[src/rtl/tsc_pkg.sv]
package tsc_pkg;
   typedef enum logic [1:0] {
      CLS_PLAIN   = 2'd0,
      CLS_PTP_GEN = 2'd1,
      CLS_PTP_EVT = 2'd2,
      CLS_RSVD    = 2'd3
   } frame_cls_e;

   typedef enum logic [1:0] {
      STM_OFF = 2'd0,
      STM_EVT = 2'd1,
      STM_PTP = 2'd2,
      STM_ALL = 2'd3
   } stamp_mode_e;

   localparam logic DIR_TX = 1'b0;
   localparam logic DIR_RX = 1'b1;
endpackage

[src/rtl/tsc_policy.sv]
module tsc_policy
   import tsc_pkg::*;
(
   input  logic       dir,
   input  logic [1:0] tx_mode,
   input  logic [1:0] rx_mode,
   input  logic [1:0] cls,
   output logic       take
);
   stamp_mode_e mode_sel;
   logic        is_evt;
   logic        is_ptp;

   always_comb begin
      mode_sel = stamp_mode_e'((dir == DIR_RX) ? rx_mode : tx_mode);
      is_evt   = (frame_cls_e'(cls) == CLS_PTP_EVT);
      // reserved class code is folded into the non-PTP case
      is_ptp   = is_evt || (frame_cls_e'(cls) == CLS_PTP_GEN);
      unique case (mode_sel)
         STM_OFF: take = 1'b0;
         STM_EVT: take = is_evt;
         STM_PTP: take = is_ptp;
         STM_ALL: take = 1'b1;
         default: take = 1'b0;
      endcase
   end
endmodule

[src/rtl/tsc_packer.sv]
module tsc_packer #(
   parameter int SEC_W    = 48,
   parameter int NS_W     = 30,
   parameter int WORD_W   = 32,
   parameter int KEEP_SEC = 6
) (
   input  logic [SEC_W-1:0]  sec,
   input  logic [NS_W-1:0]   ns,
   input  logic              en,
   output logic [WORD_W-1:0] word0,
   output logic [WORD_W-1:0] word1
);
   localparam int LO_SEC = WORD_W - NS_W;
   localparam int HI_SEC = KEEP_SEC - LO_SEC;

   initial begin
      assert (NS_W < WORD_W) else $error("nanoseconds must leave room for seconds");
      assert (HI_SEC > 0 && HI_SEC <= WORD_W) else $error("kept seconds split invalid");
      assert (KEEP_SEC < SEC_W) else $error("kept seconds exceed counter");
   end

   logic [WORD_W-1:0] w0_raw;
   logic [WORD_W-1:0] w1_raw;

   always_comb begin
      w0_raw = {sec[LO_SEC-1:0], ns};
   end

   generate
      if (HI_SEC == WORD_W) begin : g_full_hi
         assign w1_raw = sec[KEEP_SEC-1:LO_SEC];
      end else begin : g_part_hi
         assign w1_raw = {{(WORD_W-HI_SEC){1'b0}}, sec[KEEP_SEC-1:LO_SEC]};
      end
   endgenerate

   assign word0 = en ? w0_raw : '0;
   assign word1 = en ? w1_raw : '0;

   logic unused_sec_top;
   assign unused_sec_top = ^sec[SEC_W-1:KEEP_SEC];
endmodule

[src/rtl/tsc_flagmap.sv]
module tsc_flagmap #(
   parameter int WORD_W = 32,
   parameter int TX_BIT = 23,
   parameter int RX_BIT = 2
) (
   input  logic              valid,
   input  logic              dir,
   output logic [WORD_W-1:0] flags
);
   initial begin
      assert (TX_BIT < WORD_W && RX_BIT < WORD_W) else $error("flag bit out of word");
   end

   logic [1:0][WORD_W-1:0] per_dir;

   generate
      for (genvar d = 0; d < 2; d++) begin : g_dir
         localparam int POS = (d == 1) ? RX_BIT : TX_BIT;
         always_comb begin
            per_dir[d]      = '0;
            per_dir[d][POS] = valid && (dir == 1'(d));
         end
      end
   endgenerate

   assign flags = per_dir[0] | per_dir[1];
endmodule

[src/rtl/tsc_stamp_capture.sv]
module tsc_stamp_capture #(
   parameter int SEC_W    = 48,
   parameter int NS_W     = 30,
   parameter int WORD_W   = 32,
   parameter int KEEP_SEC = 6,
   parameter int TX_BIT   = 23,
   parameter int RX_BIT   = 2
) (
   input  logic              clk,
   input  logic              rst_n,
   input  logic              cap_stb,
   input  logic              cap_dir,
   input  logic [1:0]        frame_cls,
   input  logic [SEC_W-1:0]  tod_sec,
   input  logic [NS_W-1:0]   tod_ns,
   input  logic [1:0]        tx_mode,
   input  logic [1:0]        rx_mode,
   output logic [WORD_W-1:0] ts_word0,
   output logic [WORD_W-1:0] ts_word1,
   output logic [WORD_W-1:0] flag_word,
   output logic              ts_valid,
   output logic              ts_done
);
   logic              take;
   logic [WORD_W-1:0] nxt_w0;
   logic [WORD_W-1:0] nxt_w1;
   logic [WORD_W-1:0] nxt_flag;

   tsc_policy u_policy (
      .dir     (cap_dir),
      .tx_mode (tx_mode),
      .rx_mode (rx_mode),
      .cls     (frame_cls),
      .take    (take)
   );

   tsc_packer #(
      .SEC_W    (SEC_W),
      .NS_W     (NS_W),
      .WORD_W   (WORD_W),
      .KEEP_SEC (KEEP_SEC)
   ) u_packer (
      .sec   (tod_sec),
      .ns    (tod_ns),
      .en    (take),
      .word0 (nxt_w0),
      .word1 (nxt_w1)
   );

   tsc_flagmap #(
      .WORD_W (WORD_W),
      .TX_BIT (TX_BIT),
      .RX_BIT (RX_BIT)
   ) u_flags (
      .valid (take),
      .dir   (cap_dir),
      .flags (nxt_flag)
   );

   // single capture register set: seconds and nanoseconds share one edge
   always_ff @(posedge clk or negedge rst_n) begin
      if (!rst_n) begin
         ts_word0  <= '0;
         ts_word1  <= '0;
         flag_word <= '0;
         ts_valid  <= 1'b0;
         ts_done   <= 1'b0;
      end else begin
         ts_done <= cap_stb;
         if (cap_stb) begin
            ts_word0  <= nxt_w0;
            ts_word1  <= nxt_w1;
            flag_word <= nxt_flag;
            ts_valid  <= take;
         end
      end
   end

   a_r8_done_follows: assert property (@(posedge clk) disable iff (!rst_n)
      cap_stb |=> ts_done);
   a_r8_done_only_after: assert property (@(posedge clk) disable iff (!rst_n)
      !cap_stb |=> !ts_done);
   a_r9_hold: assert property (@(posedge clk) disable iff (!rst_n)
      !cap_stb |=> ($stable(ts_word0) && $stable(ts_word1) && $stable(flag_word) && $stable(ts_valid)));
   a_r5_zero_when_skipped: assert property (@(posedge clk) disable iff (!rst_n)
      !ts_valid |-> (ts_word0 == '0 && ts_word1 == '0 && flag_word == '0));
   a_r7_flag_onehot: assert property (@(posedge clk) disable iff (!rst_n)
      ts_valid |-> ($countones(flag_word) == 1 && (flag_word[TX_BIT] || flag_word[RX_BIT])));
   a_r3_upper_zero: assert property (@(posedge clk) disable iff (!rst_n)
      ts_word1[WORD_W-1:KEEP_SEC-(WORD_W-NS_W)] == '0);
endmodule

[config.mk]
export PLATFORM = sky130hd
export DESIGN_NAME = tsc_stamp_capture
export DESIGN_NICKNAME = d
export VERILOG_FILES = /design/src/rtl/tsc_pkg.sv /design/src/rtl/tsc_policy.sv /design/src/rtl/tsc_packer.sv /design/src/rtl/tsc_flagmap.sv /design/src/rtl/tsc_stamp_capture.sv
export SDC_FILE = /design/constraint.sdc
export NUM_CORES = 1
export LEC_CHECK = 0
export BUFFER_PORTS_ARGS = -buffer_cell sky130_fd_sc_hd__buf_2
export CAP_MARGIN = 20
export CORE_MARGIN = 1
export CORE_UTILIZATION = 35
export CTS_CLUSTER_SIZE = 14
export DETAILED_ROUTE_END_ITERATION = 10
export GPL_ROUTABILITY_DRIVEN = 1
export PLACE_DENSITY = 0.74
export SETUP_SLACK_MARGIN = 0.5
export SLEW_MARGIN = 20
export SYNTH_ARGS = -nofsm -noshare
export SYNTH_HDL_FRONTEND = slang
export SYNTH_SLANG_ARGS = --single-unit
[constraint.sdc]
create_clock -name clk -period 0.8 [get_ports clk]
set_clock_uncertainty 0.2 [all_clocks]
set_input_delay 0.08 -clock clk [delete_from_list [all_inputs] [get_ports clk]]
set_output_delay 0.08 -clock clk [all_outputs]
set_load 0.05 [all_outputs]
==> results_dict.tcl, run 1 <==
set metrics [dict create \
    dieArea_mm2 0.006686 \
    cts_root_buffer "clkbuf_8" \
    clock.fmax_mhz 803.3 \
    synthTopCellsByArea "dfrtp_1, buf_4, o32ai_1" \
    hold_slack_ns -0.4543 \
    period_minus_slack_ns 1.245 \
    grt_max_degree 41 \
    seq_area_frac_synth 0.4494 \
    worst_slack_ns -0.4448 \
    synth.ff_latch_count 40 \
    io_buffers 85 \
    worstPathMaxFanout 10 \
    avgSynthCellArea_um2 9.319 \
    syn2layout_area_growth_pct 61.46 \
    post_drt_wl_per_cell_um 13.86 \
    hold_violations 77 \
    die_h_um 81.77 \
    wl_um 5875 \
    worst_ep_arrival_time_ns 1.23 \
    clk_pin_slew_ns 0.08 \
    pre_cts_ws_ns -0.8184 \
    setup_viol 79 \
    synth_edf_count 0 \
    final_cell_area_mm2 0.003596 \
    crit_required_ns 0.78 \
    multi_input_area_mm2 0.001126 \
    endpoint_kind "flop" \
    viasPerCell 4.410 \
    seqPwrFrac 0.359 \
    grt_usage 0.1765 \
    cp_cell_sequence "buf_6 > ha_4 > nor2b_4 > o32ai_4 > buf_12 > buf_8 > o32ai_2" \
    async_reset_ff_frac 1.000 \
    p_sw_frac 0.4205 \
    netlist_instances 239 \
    core_mm2 0.006026 \
    grt_pass1_vias 1838 \
    max-cap-violations 0 \
    status "complete, but fails checks" \
    holdCritPathClass "in2async" \
    cellPowerDensity_mw_per_mm2 1848 \
    yosysMostFrequentCell "buf_4" \
    gp_congestion 0.7118 \
    initial_core_util 0.3696 \
    tns_ns -29.11 \
    max_stage_delay_ns 0.26 \
    power_frac_comb 0.446 \
    slew_viol_final 0 \
    synth_area_mm2 0.002227 \
    drtIter0Drc 72 \
    ys.warnings.count 0 \
    antenna_left 0 \
    grt_setup_unrepaired "yes" \
    synth_ff_type "dfrtp_1" \
    num_antenna_cells 0 \
    synth_top_area_share 0.4494 \
    synth_cell_types 16 \
    placed_cell_area_mm2 0.002784 \
    antenna_found_initial 0 \
    leakagePower_nw 1.696 \
    clock_sinks 40 \
    h-tree-depth 2 \
    numCtsBuffers 5 \
    first_pass_iters 4 \
    worstSetupPathType "in2reg" \
    clkLatencyLatePin_ns 0.28 \
    cts_tree "yes" \
    fillers 514 \
    clockBufferDepth 2 \
    layout.area.seq_mm2 0.001041 \
    irDropWorstVdd_uv 955.1 \
    grt_overflow 0 \
    die_w_um 81.77 \
    power.net_switching_mw 2.795 \
    slowest_stage "o32ai_2" \
    power.share.clock 0.194 \
    post-route-period-util 1.556 \
    failed_checks "negative hold slack, negative setup slack" \
    synth_top_cells_by_count "buf_4, dfrtp_1, inv_1, nand2_1, o32ai_1" \
    nNetsFinal 437 \
    core.rowCount 28 \
    grt_pass1_wl_um 8769 \
    via_count 1870 \
    dp_hpwl_um 3496 \
    drcViolationCount 0 \
    cp-start-kind "input port" \
    p_int_mw 3.852 \
    yosysTopAreaCell "dfrtp_1" \
    layout-drive-gt1-share 0.5731 \
    pin_count 186 \
]
==> worst max-delay path, delay by kind of cell <==
kind,cells,cell delay [ns]
compound gates,2,0.35
fa+ha+maj,1,0.25
buf+inv,3,0.40
simple gates,1,0.13
==> cell families after synthesis <==
group / after synthesis / share of synthesized area
buffers and inverters: 113 / 0.3006
AND/OR/NAND/NOR: 43 / 0.07697
AO/OA/AOI/OAI: 41 / 0.1657
flip-flops: 40 / 0.4494
adder cells (fa/ha/maj): 1 / 0.005617
other: 1 / 0.001684
==> state kept, by name, summed over array words and instances (netlist names) <==
signal / count
ts_valid: 1
ts_word0: 32
ts_word1: 4
ts_done: 1
flag_word: 2
==> metrics by stage <==
step                      std cells  power [mW]    util
final                           424       6.646  0.5968
after global routing            424       6.939  0.5968
after CTS                       421       6.608  0.5824
after detailed placement        401       4.686  0.4620
after global placement          401       4.658  0.4620
after floorplan                 296       4.359       -
==> power groups by stage <==
stage	Sequential (mW)	Combinational, mW	Clock, mW
floorplan	3.06	1.30	0
global route	2.41	3.12	1.41
CTS	2.38	2.87	1.35
finish	2.39	2.97	1.29
detailed placement	2.37	2.31	0
global placement	2.37	2.29	0
==> worst paths after layout <==
check / slack [ns] / from / end / depth (start not counted)
worst min register to register: 0.35 / ts_word0[17] / ts_word0[17] / 2
max in group asynchronous: 0.62 / rst_n / ts_word0[19] / 2
min in group clk: -0.16 / tod_ns[17] / ts_word0[17] / 3
worst min-delay path: -0.45 / rst_n / ts_word0[0] / 2
worst max-delay path: -0.44 / frame_cls[1] / ts_word0[12] / 7
worst max register to register: -0.26 / flag_word[23] / flag_word[23] / 3
==> cells in the final DEF, fill, tap and decap left out, drive strengths merged <==
cell and count:
a211oi 1, buf 119, clkbuf 7, clkinv 1, conb 58, dfrtp 40, ha 1, inv 39
nand2 39, nand2b 1, nor2b 3, o31ai 1, o32ai 38, o41ai 1
==> final cells by class <==
class / count / area share
Clock buffer: 7 / 0.02122
Multi-Input combinational cell: 143 / 0.3132
Timing Repair Buffer: 119 / 0.3058
Sequential cell: 40 / 0.2895
Tap cell: 75 / 0.02610
Inverter: 39 / 0.04280
Clock inverter: 1 / 0.001392
==> layer usage <==
layer	global-route usage	routed length [um]	vias to the layer above
li1	-	-	892
met4	0.03860	49	0
met3	0.04889	305	6
met2	0.3314	3278	84
met1	0.1955	2241	888
met5	0	0	-
==> timing repair <==
action / in CTS / in global routing
resized for setup: 125 / 7
hold endpoints to repair: 79 / 77
gates cloned: 4 / 0
pin swaps: 3 / 7
setup endpoints to repair: 80 / 80
buffers inserted: 8 / 3
Power figures use the tool's default switching activity.
==> run 2, diff against run 1 <==
--- a/config.mk
+++ b/config.mk
@@ -7,5 +7,4 @@
 export LEC_CHECK = 0
 export BUFFER_PORTS_ARGS = -buffer_cell sky130_fd_sc_hd__buf_2
-export CAP_MARGIN = 20
 export CORE_MARGIN = 1
 export CORE_UTILIZATION = 35
@@ -15,5 +14,5 @@
 export PLACE_DENSITY = 0.74
 export SETUP_SLACK_MARGIN = 0.5
-export SLEW_MARGIN = 20
+export SLEW_MARGIN = 5
 export SYNTH_ARGS = -nofsm -noshare
 export SYNTH_HDL_FRONTEND = slang
==> constraint.sdc (replaced) <==
create_clock -name clk -period 0.8 [get_ports clk]
set_clock_uncertainty 0.2 [all_clocks]
set_input_delay 0.04 -clock clk [delete_from_list [all_inputs] [get_ports clk]]
set_output_delay 0.04 -clock clk [all_outputs]
set_load 0.05 [all_outputs]
==> results_dict.tcl, run 2 (synthesis gave the netlist of run 1 again) <==
set metrics [dict create \
    clock.fmax_mhz 840.7 \
    p_int_mw 3.786 \
    initial_core_util 0.3696 \
    gp_congestion 0.7117 \
    post_drt_wl_per_cell_um 13.11 \
    cp-start-kind "input port" \
    die_w_um 81.77 \
    grt_max_degree 41 \
    hold_slack_ns -0.4926 \
    clock_sinks 40 \
    rrSetupSlack_ns -0.19 \
    grt_pass1_wl_um 8728 \
    die_h_um 81.77 \
    period_minus_slack_ns 1.189 \
    timing.rr.end "ts_word0[5]" \
    reg2reg_depth 3 \
    finalNonFillerCells 422 \
    drtIter0Drc 94 \
    grt_pass1_vias 1820 \
    worstPathMaxFanout 8 \
    irDropWorstVdd_uv 808.5 \
    drcViolationCount 0 \
    tns_ns -25.85 \
    leakagePower_nw 1.647 \
    crit_required_ns 0.77 \
    worst_slack_ns -0.3895 \
    clkLatencyLatePin_ns 0.28 \
    clockBufferDepth 2 \
    post-route-period-util 1.487 \
    clk_pin_slew_ns 0.08 \
    layout-drive-gt1-share 0.5331 \
    syn2layout_area_growth_pct 54.27 \
    final_common_cell "conb_1" \
    endpoint_kind "flop" \
    numCtsBuffers 5 \
    hold_violations 79 \
    power.share.clock 0.197 \
    slew_viol_final 0 \
    mostFrequentLayoutCells "conb_1, buf_2, buf_6" \
    nNetsFinal 435 \
    holdCritPathClass "in2async" \
    cts_tree "yes" \
    cellPowerDensity_mw_per_mm2 1890 \
    antenna_left 0 \
    h-tree-depth 2 \
    power.net_switching_mw 2.708 \
    viasPerCell 4.445 \
    grt_usage 0.1706 \
    seqPwrFrac 0.368 \
    io_buffers 85 \
    antenna_found_initial 0 \
    status "complete, but fails checks" \
    setup_viol 79 \
    failed_checks "negative hold slack, negative setup slack" \
    worstSetupPathType "in2reg" \
    worst_ep_arrival_time_ns 1.16 \
    largest_reg_flops 32 \
    pin_count 186 \
    core.rowCount 28 \
    p_sw_frac 0.4170 \
    grt_setup_unrepaired "yes" \
    reg.largest.list "ts_word0 x32, ts_word1 x4, flag_word x2" \
    core_mm2 0.006026 \
    num_antenna_cells 0 \
    reg2reg_from "ts_word0[5]" \
    wl_um 5533 \
    grt_overflow 0 \
    dieArea_mm2 0.006686 \
    dp_cells 401 \
    dp_hpwl_um 3482 \
    power_frac_comb 0.435 \
    first_pass_iters 4 \
    via_count 1876 \
    cts_root_buffer "clkbuf_8" \
    max-cap-violations 0 \
    largest_register "ts_word0" \
]
run 2: timing repair:
item                       CTS  global route
pin swaps                    3             2
hold endpoints to repair    80            79
gates resized for setup    108             4
setup endpoints to repair   80            80
cloned                       3             0
setup buffers                7             3
run 2: worst max-delay path by stage:
stage,start,endpoint,slack [ns],cells after the start
floorplan,frame_cls[0],ts_word0[0],-0.54,7
global placement,frame_cls[0],flag_word[23],-0.70,7
detailed placement,frame_cls[0],ts_word0[29],-0.78,7
CTS,frame_cls[1],ts_word0[26],-0.37,7
global route,frame_cls[0],ts_word0[11],-0.45,7
finish,frame_cls[0],ts_word0[26],-0.39,8
run 2: cell type report:
| class | count | area [um^2] |
|---|---|---|
| fill | 532 | 2590 |
| timing repair buffer | 117 | 1069 |
| clock inverter | 1 | 5.005 |
| clock buffer | 7 | 76.32 |
| sequential | 40 | 1041 |
| inverter | 39 | 153.9 |
| multi-input combinational | 143 | 997.2 |
| tap | 75 | 93.84 |
run 2: layer usage:
layer	wire length (um)	global-route usage	up-vias	part of all wire
met5	0	0	-	0
met2	3003	0.3083	86	0.54
met4	78	0.04386	0	0.014
met3	347	0.04222	9	0.063
met1	2103	0.1999	896	0.38
li1	-	-	885	-
run 2: through the flow:
step | total power, mW | util | hold slack (ns) | instance area, um^2 | worst slack [ns]
2_1_floorplan | 4.359 | - | -0.4556 | 2580 | -0.5427
3_3_place_gp | 4.658 | 0.4620 | -0.1721 | 2784 | -0.7036
3_5_place_dp | 4.684 | 0.4620 | -0.1715 | 2784 | -0.7781
4_1_cts | 6.509 | 0.5621 | -0.4912 | 3387 | -0.3723
5_1_grt | 6.802 | 0.5702 | -0.4737 | 3436 | -0.4495
6_report | 6.493 | 0.5702 | -0.4926 | 3436 | -0.3895
run 2: critical path: stages:
cell and delay, ns:
buf_8 0.08, inv_8 0.03, ha_4 0.28, nor2b_4 0.04
o32ai_4 0.27, buf_4 0.18, buf_8 0.13, o32ai_2 0.10
run 2: power groups by stage:
stage | combinational, mW | sequential [mW] | clock [mW]
floorplan | 1.30 | 3.06 | 0
global placement | 2.29 | 2.37 | 0
detailed placement | 2.31 | 2.37 | 0
CTS | 2.78 | 2.39 | 1.34
global route | 2.98 | 2.41 | 1.41
finish | 2.83 | 2.39 | 1.28
==> run 3, diff against run 2 <==
Settings changed: CORE_UTILIZATION 35 to 42, PLACE_DENSITY 0.74 to 0.83.
Clock period 0.8 ns to 1.4 ns, I/O delays scaled along.
==> results_dict.tcl, run 3 (synthesis gave the netlist of run 1 again) <==
set metrics [dict create \
    wl_um 5901 \
    irDropWorstVdd_uv 595.2 \
    dp_cells 384 \
    clock.fmax_mhz 790.9 \
    viasPerCell 4.560 \
    reg.largest.list "ts_word0 x32, ts_word1 x4, flag_word x2" \
    pre_cts_ws_ns -0.2257 \
    grt_usage 0.1876 \
    pin_count 186 \
    cellPowerDensity_mw_per_mm2 1100 \
    leakagePower_nw 1.702 \
    via_count 1874 \
    clkLatencyLatePin_ns 0.29 \
    slew_viol_final 0 \
    grt_overflow 0 \
    worst_ep_arrival_time_ns 1.26 \
    finalNonFillerCells 411 \
    clock_sinks 40 \
    setup_viol 0 \
    grt_setup_unrepaired "yes" \
    cp-start-kind "input port" \
    dp_hpwl_um 3106 \
    drcViolationCount 0 \
    endpoint_kind "flop" \
    grt_pass1_wl_um 7797 \
    largest_register "ts_word0" \
    num_antenna_cells 0 \
    p_sw_frac 0.4246 \
    post-route-period-util 0.9032 \
    crit_required_ns 1.40 \
    top_usage_layer "met2" \
    worst_slack_ns 0.1356 \
    hold_slack_ns -0.1691 \
    grtUsageMet1 0.2048 \
    seqPwrFrac 0.345 \
    io_buffers 85 \
    failed_checks "negative hold slack" \
    mostFrequentLayoutCells "conb_1, buf_2, buf_6" \
    p_int_mw 2.255 \
    ctsHoldBuffers 1 \
    power.net_switching_mw 1.664 \
    worstPathMaxFanout 11 \
    dieArea_mm2 0.005598 \
    grt_util_met3 0.04418 \
    syn2layout_area_growth_pct 59.89 \
    antenna_found_initial 0 \
    holdCritPathClass "in2reg" \
    fillers 391 \
    clockBufferDepth 2 \
    die_w_um 74.82 \
    grt_pass1_vias 1675 \
    power.share.clock 0.211 \
    first_pass_iters 4 \
    cts_root_buffer "clkbuf_8" \
    die_h_um 74.82 \
    cts_tree "yes" \
    initial_core_util 0.4361 \
    layout-drive-gt1-share 0.4692 \
    core.rowCount 26 \
    core_mm2 0.005107 \
    status "complete, but fails checks" \
    final_common_cell "conb_1" \
    numCtsBuffers 5 \
    grt_util_met2 0.3504 \
    antenna_left 0 \
    drtIter0Drc 54 \
    tns_ns 0 \
    period_minus_slack_ns 1.264 \
    h-tree-depth 2 \
    post_drt_wl_per_cell_um 14.36 \
    max-cap-violations 0 \
    power_frac_comb 0.444 \
    hold_violations 39 \
    largest_reg_flops 32 \
    clk_pin_slew_ns 0.09 \
    utilization 0.6972 \
    worstSetupPathType "in2reg" \
    gp_congestion 0.7521 \
    grt_max_degree 48 \
    nNetsFinal 429 \
]
run 3: final cells by class:
class                   count  area (um^2)  share of cell area
clock inverters             2        15.01            0.004216
inverters                  39        153.9             0.04322
clock buffers               6        82.58             0.02319
well taps                  70        87.58             0.02460
multi-input cells         143         1184              0.3324
flip-flops and latches     40         1001              0.2811
repair buffers            111         1037              0.2913
run 3: routing by layer:
metal / vias up / share of wire
met4: 0 / 0.013
met3: 9 / 0.044
met1: 909 / 0.38
met2: 84 / 0.56
met5: - / 0
li1: 872 / -
run 3: metrics by stage:
stage | hold slack (ns) | total power, mW | area [um^2]
2_1_floorplan | -0.4256 | 2.472 | 2540
3_3_place_gp | -0.1482 | 2.635 | 2685
3_5_place_dp | -0.1406 | 2.654 | 2685
4_1_cts | -0.1931 | 3.698 | 3138
5_1_grt | -0.1687 | 4.077 | 3561
6_report | -0.1691 | 3.919 | 3561
run 3: timing repair:
action	CTS	global route
pin swaps	0	14
endpoints found under the hold margin	79	39
gates cloned	0	3
buffers inserted	7	8
endpoints found under the setup margin	79	79
resized for setup	87	39
run 3: power groups by stage:
stage / clock (mW) / sequential, mW / combinational (mW)
floorplan: 0 / 1.73 / 0.746
global placement: 0 / 1.34 / 1.29
detailed placement: 0 / 1.34 / 1.31
CTS: 0.852 / 1.35 / 1.50
global route: 0.890 / 1.36 / 1.82
finish: 0.828 / 1.35 / 1.74
run 3: worst paths after layout:
check,cells after the start,startpoint,end,slack (ns)
min in group asynchronous,3,rst_n,ts_word0[2],0.08
max in group asynchronous,3,rst_n,ts_word0[15],0.73
max,7,frame_cls[1],ts_word0[27],0.14
max reg2reg,4,ts_word0[14],ts_word0[14],0.32
min,3,tod_ns[23],ts_word0[23],-0.17
min reg2reg,2,flag_word[23],flag_word[23],0.35
run 3: worst max-delay path: stages:
cell       delay, ns
buf_6           0.10
ha_4            0.25
nor2b_4         0.13
o32ai_4         0.10
buf_6           0.16
clkbuf_16       0.17
o32ai_1         0.28
